`src/rtl/msi_cap_pkg.sv`:
```
package msi_cap_pkg;

    localparam int unsigned VEC_N = 32;

    typedef struct packed {
        logic hit;
        logic ctrl;
        logic alo;
        logic ahi;
        logic data;
        logic mask;
        logic pend;
    } msi_sel_t;

    // all-ones below 2^lg vectors
    function automatic logic [VEC_N-1:0] low_ones(input logic [2:0] lg);
        logic [VEC_N-1:0] r;
        r = '0;
        for (int i = 0; i < VEC_N; i++) begin
            if (lg >= 3'd5 || i < (1 << lg)) r[i] = 1'b1;
        end
        return r;
    endfunction

    // byte-enabled merge restricted to a writable mask
    function automatic logic [31:0] be_merge(input logic [31:0] old_v,
                                             input logic [31:0] new_v,
                                             input logic [3:0]  be,
                                             input logic [31:0] wmask);
        logic [31:0] bm;
        bm = {{8{be[3]}}, {8{be[2]}}, {8{be[1]}}, {8{be[0]}}} & wmask;
        return (old_v & ~bm) | (new_v & bm);
    endfunction

endpackage

```
`src/rtl/msi_cap_decode.sv`:
```
module msi_cap_decode
    import msi_cap_pkg::*;
#(
    parameter bit          IS_64   = 1'b1,
    parameter bit          HAS_MASK = 1'b1,
    parameter int unsigned BASE_DW = 20
) (
    input  logic [5:0] dw_addr,
    output msi_sel_t   sel
);
    localparam int unsigned DW_DATA = IS_64 ? 3 : 2;
    localparam int unsigned DW_MASK = DW_DATA + 1;
    localparam int unsigned DW_PEND = DW_DATA + 2;
    localparam int unsigned DW_LAST = HAS_MASK ? DW_PEND : DW_DATA;

    logic [6:0] rel;

    always_comb begin
        rel = {1'b0, dw_addr} - 7'(BASE_DW);
        sel = '0;
        if ({1'b0, dw_addr} >= 7'(BASE_DW) && rel <= 7'(DW_LAST)) begin
            sel.hit  = 1'b1;
            sel.ctrl = (rel == 7'd0);
            sel.alo  = (rel == 7'd1);
            sel.ahi  = IS_64 && (rel == 7'd2);
            sel.data = (rel == 7'(DW_DATA));
            sel.mask = HAS_MASK && (rel == 7'(DW_MASK));
            sel.pend = HAS_MASK && (rel == 7'(DW_PEND));
        end
    end
endmodule

```
`src/rtl/msi_cap_vecbank.sv`:
```
module msi_cap_vecbank
    import msi_cap_pkg::*;
#(
    parameter bit          HAS_MASK = 1'b1,
    parameter int unsigned CAP_LOG2 = 3
) (
    input  logic             clk,
    input  logic             rst_n,
    input  logic             wr_mask,
    input  logic [3:0]       be,
    input  logic [31:0]      wdata,
    input  logic [2:0]       alloc_q,
    input  logic [2:0]       alloc_d,
    input  logic             trim,
    input  logic [VEC_N-1:0] pend_set,
    input  logic [VEC_N-1:0] pend_clr,
    output logic [VEC_N-1:0] mask_q,
    output logic [VEC_N-1:0] pend_q
);
    localparam logic [2:0] CAP_L = 3'(CAP_LOG2);

    typedef struct packed {
        logic [VEC_N-1:0] mask;
        logic [VEC_N-1:0] pend;
    } vec_state_t;

    generate
        if (HAS_MASK) begin : g_mask
            vec_state_t st_d, st_q;

            always_comb begin
                st_d = st_q;
                if (wr_mask)
                    st_d.mask = be_merge(st_q.mask, wdata, be, low_ones(CAP_L));
                st_d.pend = (st_q.pend | (pend_set & low_ones(alloc_q))) & ~pend_clr;
                if (trim)
                    st_d.pend = st_d.pend & low_ones(alloc_d);
            end

            always_ff @(posedge clk or negedge rst_n) begin
                if (!rst_n) st_q <= '0;
                else        st_q <= st_d;
            end

            assign mask_q = st_q.mask;
            assign pend_q = st_q.pend;

            AST_TRIM_ABOVE_ALLOC: assert property (@(posedge clk) disable iff (!rst_n)
                trim |=> ((pend_q & ~low_ones(alloc_q)) == '0));
            AST_MASK_IN_RANGE: assert property (@(posedge clk) disable iff (!rst_n)
                ((mask_q & ~low_ones(CAP_L)) == '0));
        end else begin : g_nomask
            assign mask_q = '0;
            assign pend_q = '0;
        end
    endgenerate
endmodule

```
`src/rtl/msi_cap_regs.sv`:
```
module msi_cap_regs
    import msi_cap_pkg::*;
#(
    parameter bit          IS_64    = 1'b1,
    parameter bit          HAS_MASK = 1'b1,
    parameter int unsigned CAP_LOG2 = 3,
    parameter int unsigned BASE_DW  = 20
) (
    input  logic        clk,
    input  logic        rst_n,
    input  logic        cfg_wr,
    input  logic        cfg_rd,
    input  logic [5:0]  cfg_dw_addr,
    input  logic [3:0]  cfg_be,
    input  logic [31:0] cfg_wdata,
    input  logic [31:0] pend_set,
    input  logic [31:0] pend_clr,
    input  logic        intx_req_in,
    output logic [31:0] cfg_rdata,
    output logic        intx_req_out,
    output logic        msi_enable,
    output logic [2:0]  msi_vec_log2,
    output logic [63:0] msi_addr,
    output logic [15:0] msi_data,
    output logic [31:0] msi_mask,
    output logic [31:0] msi_pend
);
    localparam logic [2:0]  CAP_L   = 3'(CAP_LOG2);
    localparam logic [31:0] ALO_WM  = 32'hFFFF_FFFC;
    localparam logic [31:0] DATA_WM = 32'h0000_FFFF;

    typedef struct packed {
        logic        en;
        logic [2:0]  alloc;
        logic [31:0] alo;
        logic [31:0] ahi;
        logic [15:0] data;
        logic [31:0] rdata;
    } cap_state_t;

    cap_state_t st_d, st_q;
    msi_sel_t   sel;
    logic [31:0] mask_q, pend_q;
    logic [31:0] data_w;
    logic        trim;

    msi_cap_decode #(.IS_64(IS_64), .HAS_MASK(HAS_MASK), .BASE_DW(BASE_DW)) u_decode (
        .dw_addr (cfg_dw_addr),
        .sel     (sel)
    );

    always_comb begin
        st_d   = st_q;
        data_w = '0;
        if (cfg_wr && sel.ctrl && cfg_be[2]) begin
            st_d.en    = cfg_wdata[16];
            st_d.alloc = (cfg_wdata[22:20] > CAP_L) ? CAP_L : cfg_wdata[22:20];
        end
        if (cfg_wr && sel.alo)
            st_d.alo = be_merge(st_q.alo, cfg_wdata, cfg_be, ALO_WM);
        if (IS_64 && cfg_wr && sel.ahi)
            st_d.ahi = be_merge(st_q.ahi, cfg_wdata, cfg_be, '1);
        if (cfg_wr && sel.data) begin
            data_w    = be_merge({16'h0, st_q.data}, cfg_wdata, cfg_be, DATA_WM);
            st_d.data = data_w[15:0];
        end
        trim = HAS_MASK && cfg_wr && sel.hit && st_d.en;

        st_d.rdata = '0;
        if (cfg_rd) begin
            unique case (1'b1)
                sel.ctrl: st_d.rdata = {7'h0, HAS_MASK, IS_64, st_q.alloc, CAP_L, st_q.en, 16'h0};
                sel.alo:  st_d.rdata = st_q.alo;
                sel.ahi:  st_d.rdata = st_q.ahi;
                sel.data: st_d.rdata = {16'h0, st_q.data};
                sel.mask: st_d.rdata = mask_q;
                sel.pend: st_d.rdata = pend_q;
                default:  st_d.rdata = '0;
            endcase
        end
    end

    always_ff @(posedge clk or negedge rst_n) begin
        if (!rst_n) st_q <= '0;
        else        st_q <= st_d;
    end

    msi_cap_vecbank #(.HAS_MASK(HAS_MASK), .CAP_LOG2(CAP_LOG2)) u_vecbank (
        .clk      (clk),
        .rst_n    (rst_n),
        .wr_mask  (cfg_wr && sel.mask),
        .be       (cfg_be),
        .wdata    (cfg_wdata),
        .alloc_q  (st_q.alloc),
        .alloc_d  (st_d.alloc),
        .trim     (trim),
        .pend_set (pend_set),
        .pend_clr (pend_clr),
        .mask_q   (mask_q),
        .pend_q   (pend_q)
    );

    assign cfg_rdata    = st_q.rdata;
    assign intx_req_out = intx_req_in && !st_q.en;
    assign msi_enable   = st_q.en;
    assign msi_vec_log2 = st_q.alloc;
    assign msi_addr     = {IS_64 ? st_q.ahi : 32'h0, st_q.alo};
    assign msi_data     = st_q.data;
    assign msi_mask     = mask_q;
    assign msi_pend     = pend_q;

    AST_OUTSIDE_READ_ZERO: assert property (@(posedge clk) disable iff (!rst_n)
        (cfg_rd && !sel.hit) |=> (cfg_rdata == '0));
    AST_CLAMP_EXP: assert property (@(posedge clk) disable iff (!rst_n)
        (cfg_wr && sel.ctrl && cfg_be[2] && cfg_wdata[22:20] > CAP_L) |=> (msi_vec_log2 == CAP_L));
    AST_ADDR_HOLD: assert property (@(posedge clk) disable iff (!rst_n)
        !(cfg_wr && sel.alo) |=> $stable(msi_addr[31:0]));
    AST_INTX_BLOCKED: assert property (@(posedge clk) disable iff (!rst_n)
        msi_enable |-> !intx_req_out);
endmodule

```
`config.mk`:
```
export PLATFORM = sky130hd
export DESIGN_NAME = msi_cap_regs
export DESIGN_NICKNAME = d
export VERILOG_FILES = /design/src/rtl/msi_cap_pkg.sv /design/src/rtl/msi_cap_decode.sv /design/src/rtl/msi_cap_vecbank.sv /design/src/rtl/msi_cap_regs.sv
export SDC_FILE = /design/constraint.sdc
export NUM_CORES = 1
export LEC_CHECK = 0
export ABC_CLOCK_PERIOD_IN_PS = 2900
export BUFFER_PORTS_ARGS = -buffer_cell sky130_fd_sc_hd__buf_2
export CELL_PAD_IN_SITES_DETAIL_PLACEMENT = 0
export CELL_PAD_IN_SITES_GLOBAL_PLACEMENT = 1
export CORE_MARGIN = 2
export CORE_UTILIZATION = 40
export CTS_CLUSTER_SIZE = 14
export DETAILED_ROUTE_END_ITERATION = 8
export PLACE_DENSITY = 0.93
export SLEW_MARGIN = 10
export SYNTH_ARGS = -nofsm -noshare
export SYNTH_HDL_FRONTEND = slang
export SYNTH_SLANG_ARGS = --single-unit
```
`constraint.sdc`:
```
create_clock -name clk -period 2.9 [get_ports clk]
set_clock_uncertainty 0.1 [all_clocks]
set_input_delay 0.725 -clock clk [delete_from_list [all_inputs] [get_ports clk]]
set_output_delay 0.725 -clock clk [all_outputs]
set_load 0.03 [all_outputs]
```
-- After elaboration in Yosys (flattened, before gate mapping)
Index checks and enable logic that the tools add are counted.
- magnitude comparators: 69
- div/mod/pow operators: 0
- equality and inequality tests: 5
- $mul: 0
- reduce and logical (&&, ||, !) cells: 76
- muxes and demuxes: 102
- shift-type cells: 2
- bitwise logic cells: 21
- $add $sub $neg: 1
- operator list (cell ; count):
    < comparator 6 x 32 -> 1 bit (first input constant) ; 32
    < comparator 5 x 32 -> 1 bit (first input constant) ; 16
    bitwise AND 32 bit ; 8
    < comparator 4 x 32 -> 1 bit (first input constant) ; 8
    one-hot mux 32 bit (6 select lines) ; 1
    < comparator 3 x 32 -> 1 bit (first input constant) ; 4
    OR 32 bit ; 4
    2-to-1 mux 1 bit ; 96
    NOT 32 bit ; 3
    logical OR 1 bit ; 64
    < comparator 1 x 32 -> 1 bit (first input constant) ; 2
    < comparator 2 x 32 -> 1 bit (first input constant) ; 2
    2-to-1 mux 32 bit ; 2
    left shift 1 x 3 -> 32 bit (first input constant) ; 2
    bitwise AND 16 bit ; 2
    bitwise AND 32 x 8 -> 32 bit ; 1
    NOT 8 -> 32 bit ; 1
    NOT 16 bit ; 1
    OR 16 bit ; 1
    equality test 7 x 2 -> 1 bit (second input constant) ; 2
    equality test 7 x 3 -> 1 bit (second input constant) ; 2
    logical AND 1 bit ; 10
    equality test 7 x 1 -> 1 bit (second input constant) ; 1
    <= comparator 7 x 3 -> 1 bit (second input constant) ; 1
    9 further kinds ; 10
- memory bits (read-only): 0
- memory bits (writable): 0
- register bits: 180
- output and inout bits: 181
- bits in latches: 0
- memories: 0

-- Logic depth before layout (Yosys ltp)
- depth after elaboration: 14
- depth in mapped cells: 8
- mapped depth without buffers: 6

-- Modules after synthesis
From an unflattened synthesis, not the netlist that was laid out.
- cells, all modules: 535
- area, all modules: 6911.6 sq um
- by module, submodules not included (module ; seq. area each (sq um) ; instances ; cells each ; area an instance (sq um)):
    msi_cap_regs ; 2852.7 ; 1 ; 337 ; 4693.3
    msi_cap_vecbank ; 1001.0 ; 1 ; 177 ; 2057.0
    msi_cap_decode ; 0.0 ; 1 ; 21 ; 161.4

-- Least setup slack after synthesis
OpenSTA, ideal clock, no wires.
- path type: input port to flip-flop
- from: input port cfg_dw_addr[2]
- to: register (tool-made name)
- arrival: 2477 ps
- stages on the path: 8
- buffers on the path: 2
- slack: 198 ps
- cells stage by stage: inv_1 ha_1 clkbuf_1 nand4_1 nor2_2 and4_1 buf_2 mux2_2
- RTL lines (what ; RTL line ; source):
    from (decl) ; msi_cap_regs.sv:13 ; input logic [5:0] cfg_dw_addr,

==> results by group <==
Outcome
  – Status: finished clean

STA
  – Slew margin rel.: 50.32%
  – Total negative slack: 0 ns
  – Setup-failing EPs final: 0
  – Max Freq: 411.8 MHz
  – Minimum clock period: 2.428 ns
  – Max Slew Vio Count: 0
  – Hold Worst Slack: 0.1802 ns
  – Final hold violations: 0
  – Tcrit/Tclk final: 83.73%
  – Setup repair after global routing missed its margin: no
  – Worst Max-Slew Pin Slew: 0.7452 ns

Logic synthesis
  – Post-synthesis sequential area ratio: 54.40%
  – Post-synthesis area per instance: 12.61 sq um
  – Cells taking the most area after synthesis: dfrtp_1, mux2_2, buf_4
  – Yosys warning count: 0
  – Yosys reg bits: 154
  – EDFF count, synth: 0
  – Share of the synthesized area in the top cell type: 54.40%
  – Synthesized cell area: 7084 sq um
  – Ys async rst share: 100.0%
  – Synth Flop Type: dfrtp_1
  – Cell accounting for the most synthesized area: dfrtp_1
  – Netlist cell types: 51
  – Synthesized instance count: 562

Setup path
  – Worst path buffer plus inverter count: 3
  – Critical Path Sink Type: flop
  – Crit path to: u_vecbank.pend_q[28]$_DFF_PN0_
  – Critical Path RT: 3.06 ns
  – Crit-path cells: buf_2 -> inv_1 -> ha_1 -> nand2b_1 -> o32ai_2 -> buf_4 -> o2111a_1 -> nor3_1
  – R2r setup slk: 0.83 ns
  – Worst path slowest cell: o2111a_1
  – Worst r2r src: msi_vec_log2[1]$_DFF_PN0_
  – Worst Setup SP: cfg_dw_addr[3]
  – Setup Crit Path Kind: in -> reg
  – FF-to-FF End: u_vecbank.pend_q[28]$_DFF_PN0_
  – Worst path max stage delay: 0.71 ns
  – Top Family by Delay on Critical Path: compound AO/OA/AOI/OAI gates
  – Levels on crit path: 8
  – Reg2Reg Depth: 4
  – Crit-path max FO: 16
  – Startpoint types: primary input
  – Crit path arrival time: 2.59 ns

Place
  – Dpl hpwl: 16560 um
  – Placed inst area: 8867 sq um
  – Port Buffers: 265
  – RePlAce Congestion: 0.8718

Clock network
  – TritonCTS Sinks: 154
  – Total CTS buffers: 17
  – CTS clock-pin slew for the worst setup and hold paths: 0.06 ns
  – H-Tree Depth: 4
  – Root buf cell: clkbuf_16
  – Bufs on Longest Clock Path: 2
  – CTS hold repair buffers: 0
  – Latest clock arrival within the worst-skew pair: 0.42 ns
  – CTS tree: yes
  – Post-CTS resize count: 0
  – Setup bufs post-CTS: 0

Drt
  – Via density: 5.629
  – Post-route antenna net violation count: 0
  – Number of DRC markers in iteration 0: 359
  – Post-Route WL: 22990 um
  – WL per Instance: 21.07 um
  – Vias: 6141
  – DRC viols: 0
  – First-pass DRT Iterations: 7

Power
  – Net Switching: 1.428 mW
  – LEAKAGE: 4.928 nW
  – Power per cell area: 538.2 nW/um^2
  – Comb pwr share: 12.4%
  – Net Sw Frac: 28.05%
  – Int Power: 3.664 mW
  – Maximum VDD drop: 0.0005064 V
  – Clock power frac: 43.2%
  – Sequential power share: 44.4%

Floorplan
  – Row cnt: 48
  – I/O pins: 292
  – Core area: 17300 sq um
  – Die ar.: 18790 sq um
  – Die outline height: 137.1 um
  – Starting Density: 40.96%
  – Die X: 137.1 um

GRT
  – Total track usage: 24.39%
  – Largest net degree at the start of global routing: 59
  – First-pass GRT wire length: 34490 um
  – Initial antenna violation count: 3
  – Grt ovf: 0
  – Vias in the first global route: 6103

Finish
  – Post-layout nets: 965
  – Area grow syn2layout: 33.54%
  – Post-route design area: 9460 sq um
  – Final Util: 54.69%
  – Share of post-route cells with drive strength above 1: 52.89%

Min path
  – HP Class: in -> async

Flow run
  – Max-Cap Viols: 0
==> logic make-up after synthesis <==
family	share of synthesized area [%]
flip-flops	54.40
AO/OA/AOI/OAI	13.46
AND/OR/NAND/NOR	10.21
multiplexers	16.21
buffers and inverters	5.140
adder cells (fa/ha/maj)	0.5299
other	0.05293
==> worst min-delay path by stage <==
stage,cells after the start,endpoint
final,1,async pin
after global routing,1,async pin
after CTS,1,async pin
after detailed placement,1,flop
after global placement,1,flop
after floorplan,0,async pin
==> through the flow <==
stage / total power, mW / std cells / worst slack (ns)
floorplan: 2.643 / 587 / 0.1984
global placement: 2.918 / 1057 / 0.1178
global route: 5.297 / 1089 / 0.2860
CTS: 5.143 / 1089 / 0.4617
finish: 5.092 / 1091 / 0.4717
detailed placement: 2.928 / 1057 / 0.04298
==> synthesized netlist by cell type (2+ instances only) <==
cell type  count
nor4_4         2
a211oi_1      18
a22oi_1       16
buf_4         26
or2_2          2
o21a_1         2
buf_1          2
and3_1         3
a2111oi_0     22
and4_1         3
nor3_4         3
nand2_1       20
a221oi_1       6
ha_1           3
nand4b_1      16
buf_2          9
nand4_1        2
a222oi_1      12
nand3_1       10
nand2b_1       4
inv_1          3
nor2_1         7
mux2_2       102
nor3_1        28
dfrtp_1      154
o21bai_1       3
clkbuf_1      24
a21oi_1       33
o21ai_0        5
==> power by group through the flow <==
stage / logic, mW / clock network [mW] / registers [mW]
after global placement: 0.622 / 0 / 2.30
after global routing: 0.672 / 2.36 / 2.26
after floorplan: 0.247 / 0 / 2.40
after detailed placement: 0.629 / 0 / 2.30
after CTS: 0.631 / 2.25 / 2.26
final: 0.630 / 2.20 / 2.26
==> cells in the final DEF (no fill, tap or decap), types with 2 or more instances in the layout <==
master and instances:
o21ai_0 5, nand2_1 20, o21bai_1 3, and2_1 2, a2111oi_0 22, a221oi_1 6
buf_12 7, and3_1 3, nor4_4 2, clkbuf_8 2, conb_1 26, nor3_4 3
inv_6 4, nand4b_1 16, nor3_1 28, buf_2 264, buf_4 35, a21oi_1 32
clkbuf_16 17, clkinvlp_4 4, and4_1 3, inv_8 2, dfrtp_1 154, nor2_1 7
nand2b_1 4, clkinv_4 2, a222oi_1 12, a211oi_1 18, o21a_1 2, a22oi_1 16
or2_2 2, inv_1 3, nand4_1 2, mux2_2 102, nand3_1 10, diode_2 2
ha_1 3
==> worst reg2reg max path: cells and delay by family (launching register included) <==
family | cells | cell delay (ns)
AND/OR/NAND/NOR | 1 | 0.13
flip-flops | 1 | 0.52
AO/OA/AOI/OAI | 3 | 1.15
==> cell type report <==
type                    count  area [sq um]
diodes                      2         5.005
clock buffers              19         452.9
clock inverters            13         135.1
fillers                  1519          7836
inverters                   3         11.26
multi-input cells         368          2985
flip-flops and latches    154          3854
well taps                 225         281.5
repair buffers            307          1735
==> metal layers <==
metal,part of all wire [%],GRT usage (%)
met5,0.035,0
met4,1.8,7.732
met3,9.3,6.704
met2,49,40.11
met1,40,31.25
Power figures use the tool's default switching activity.
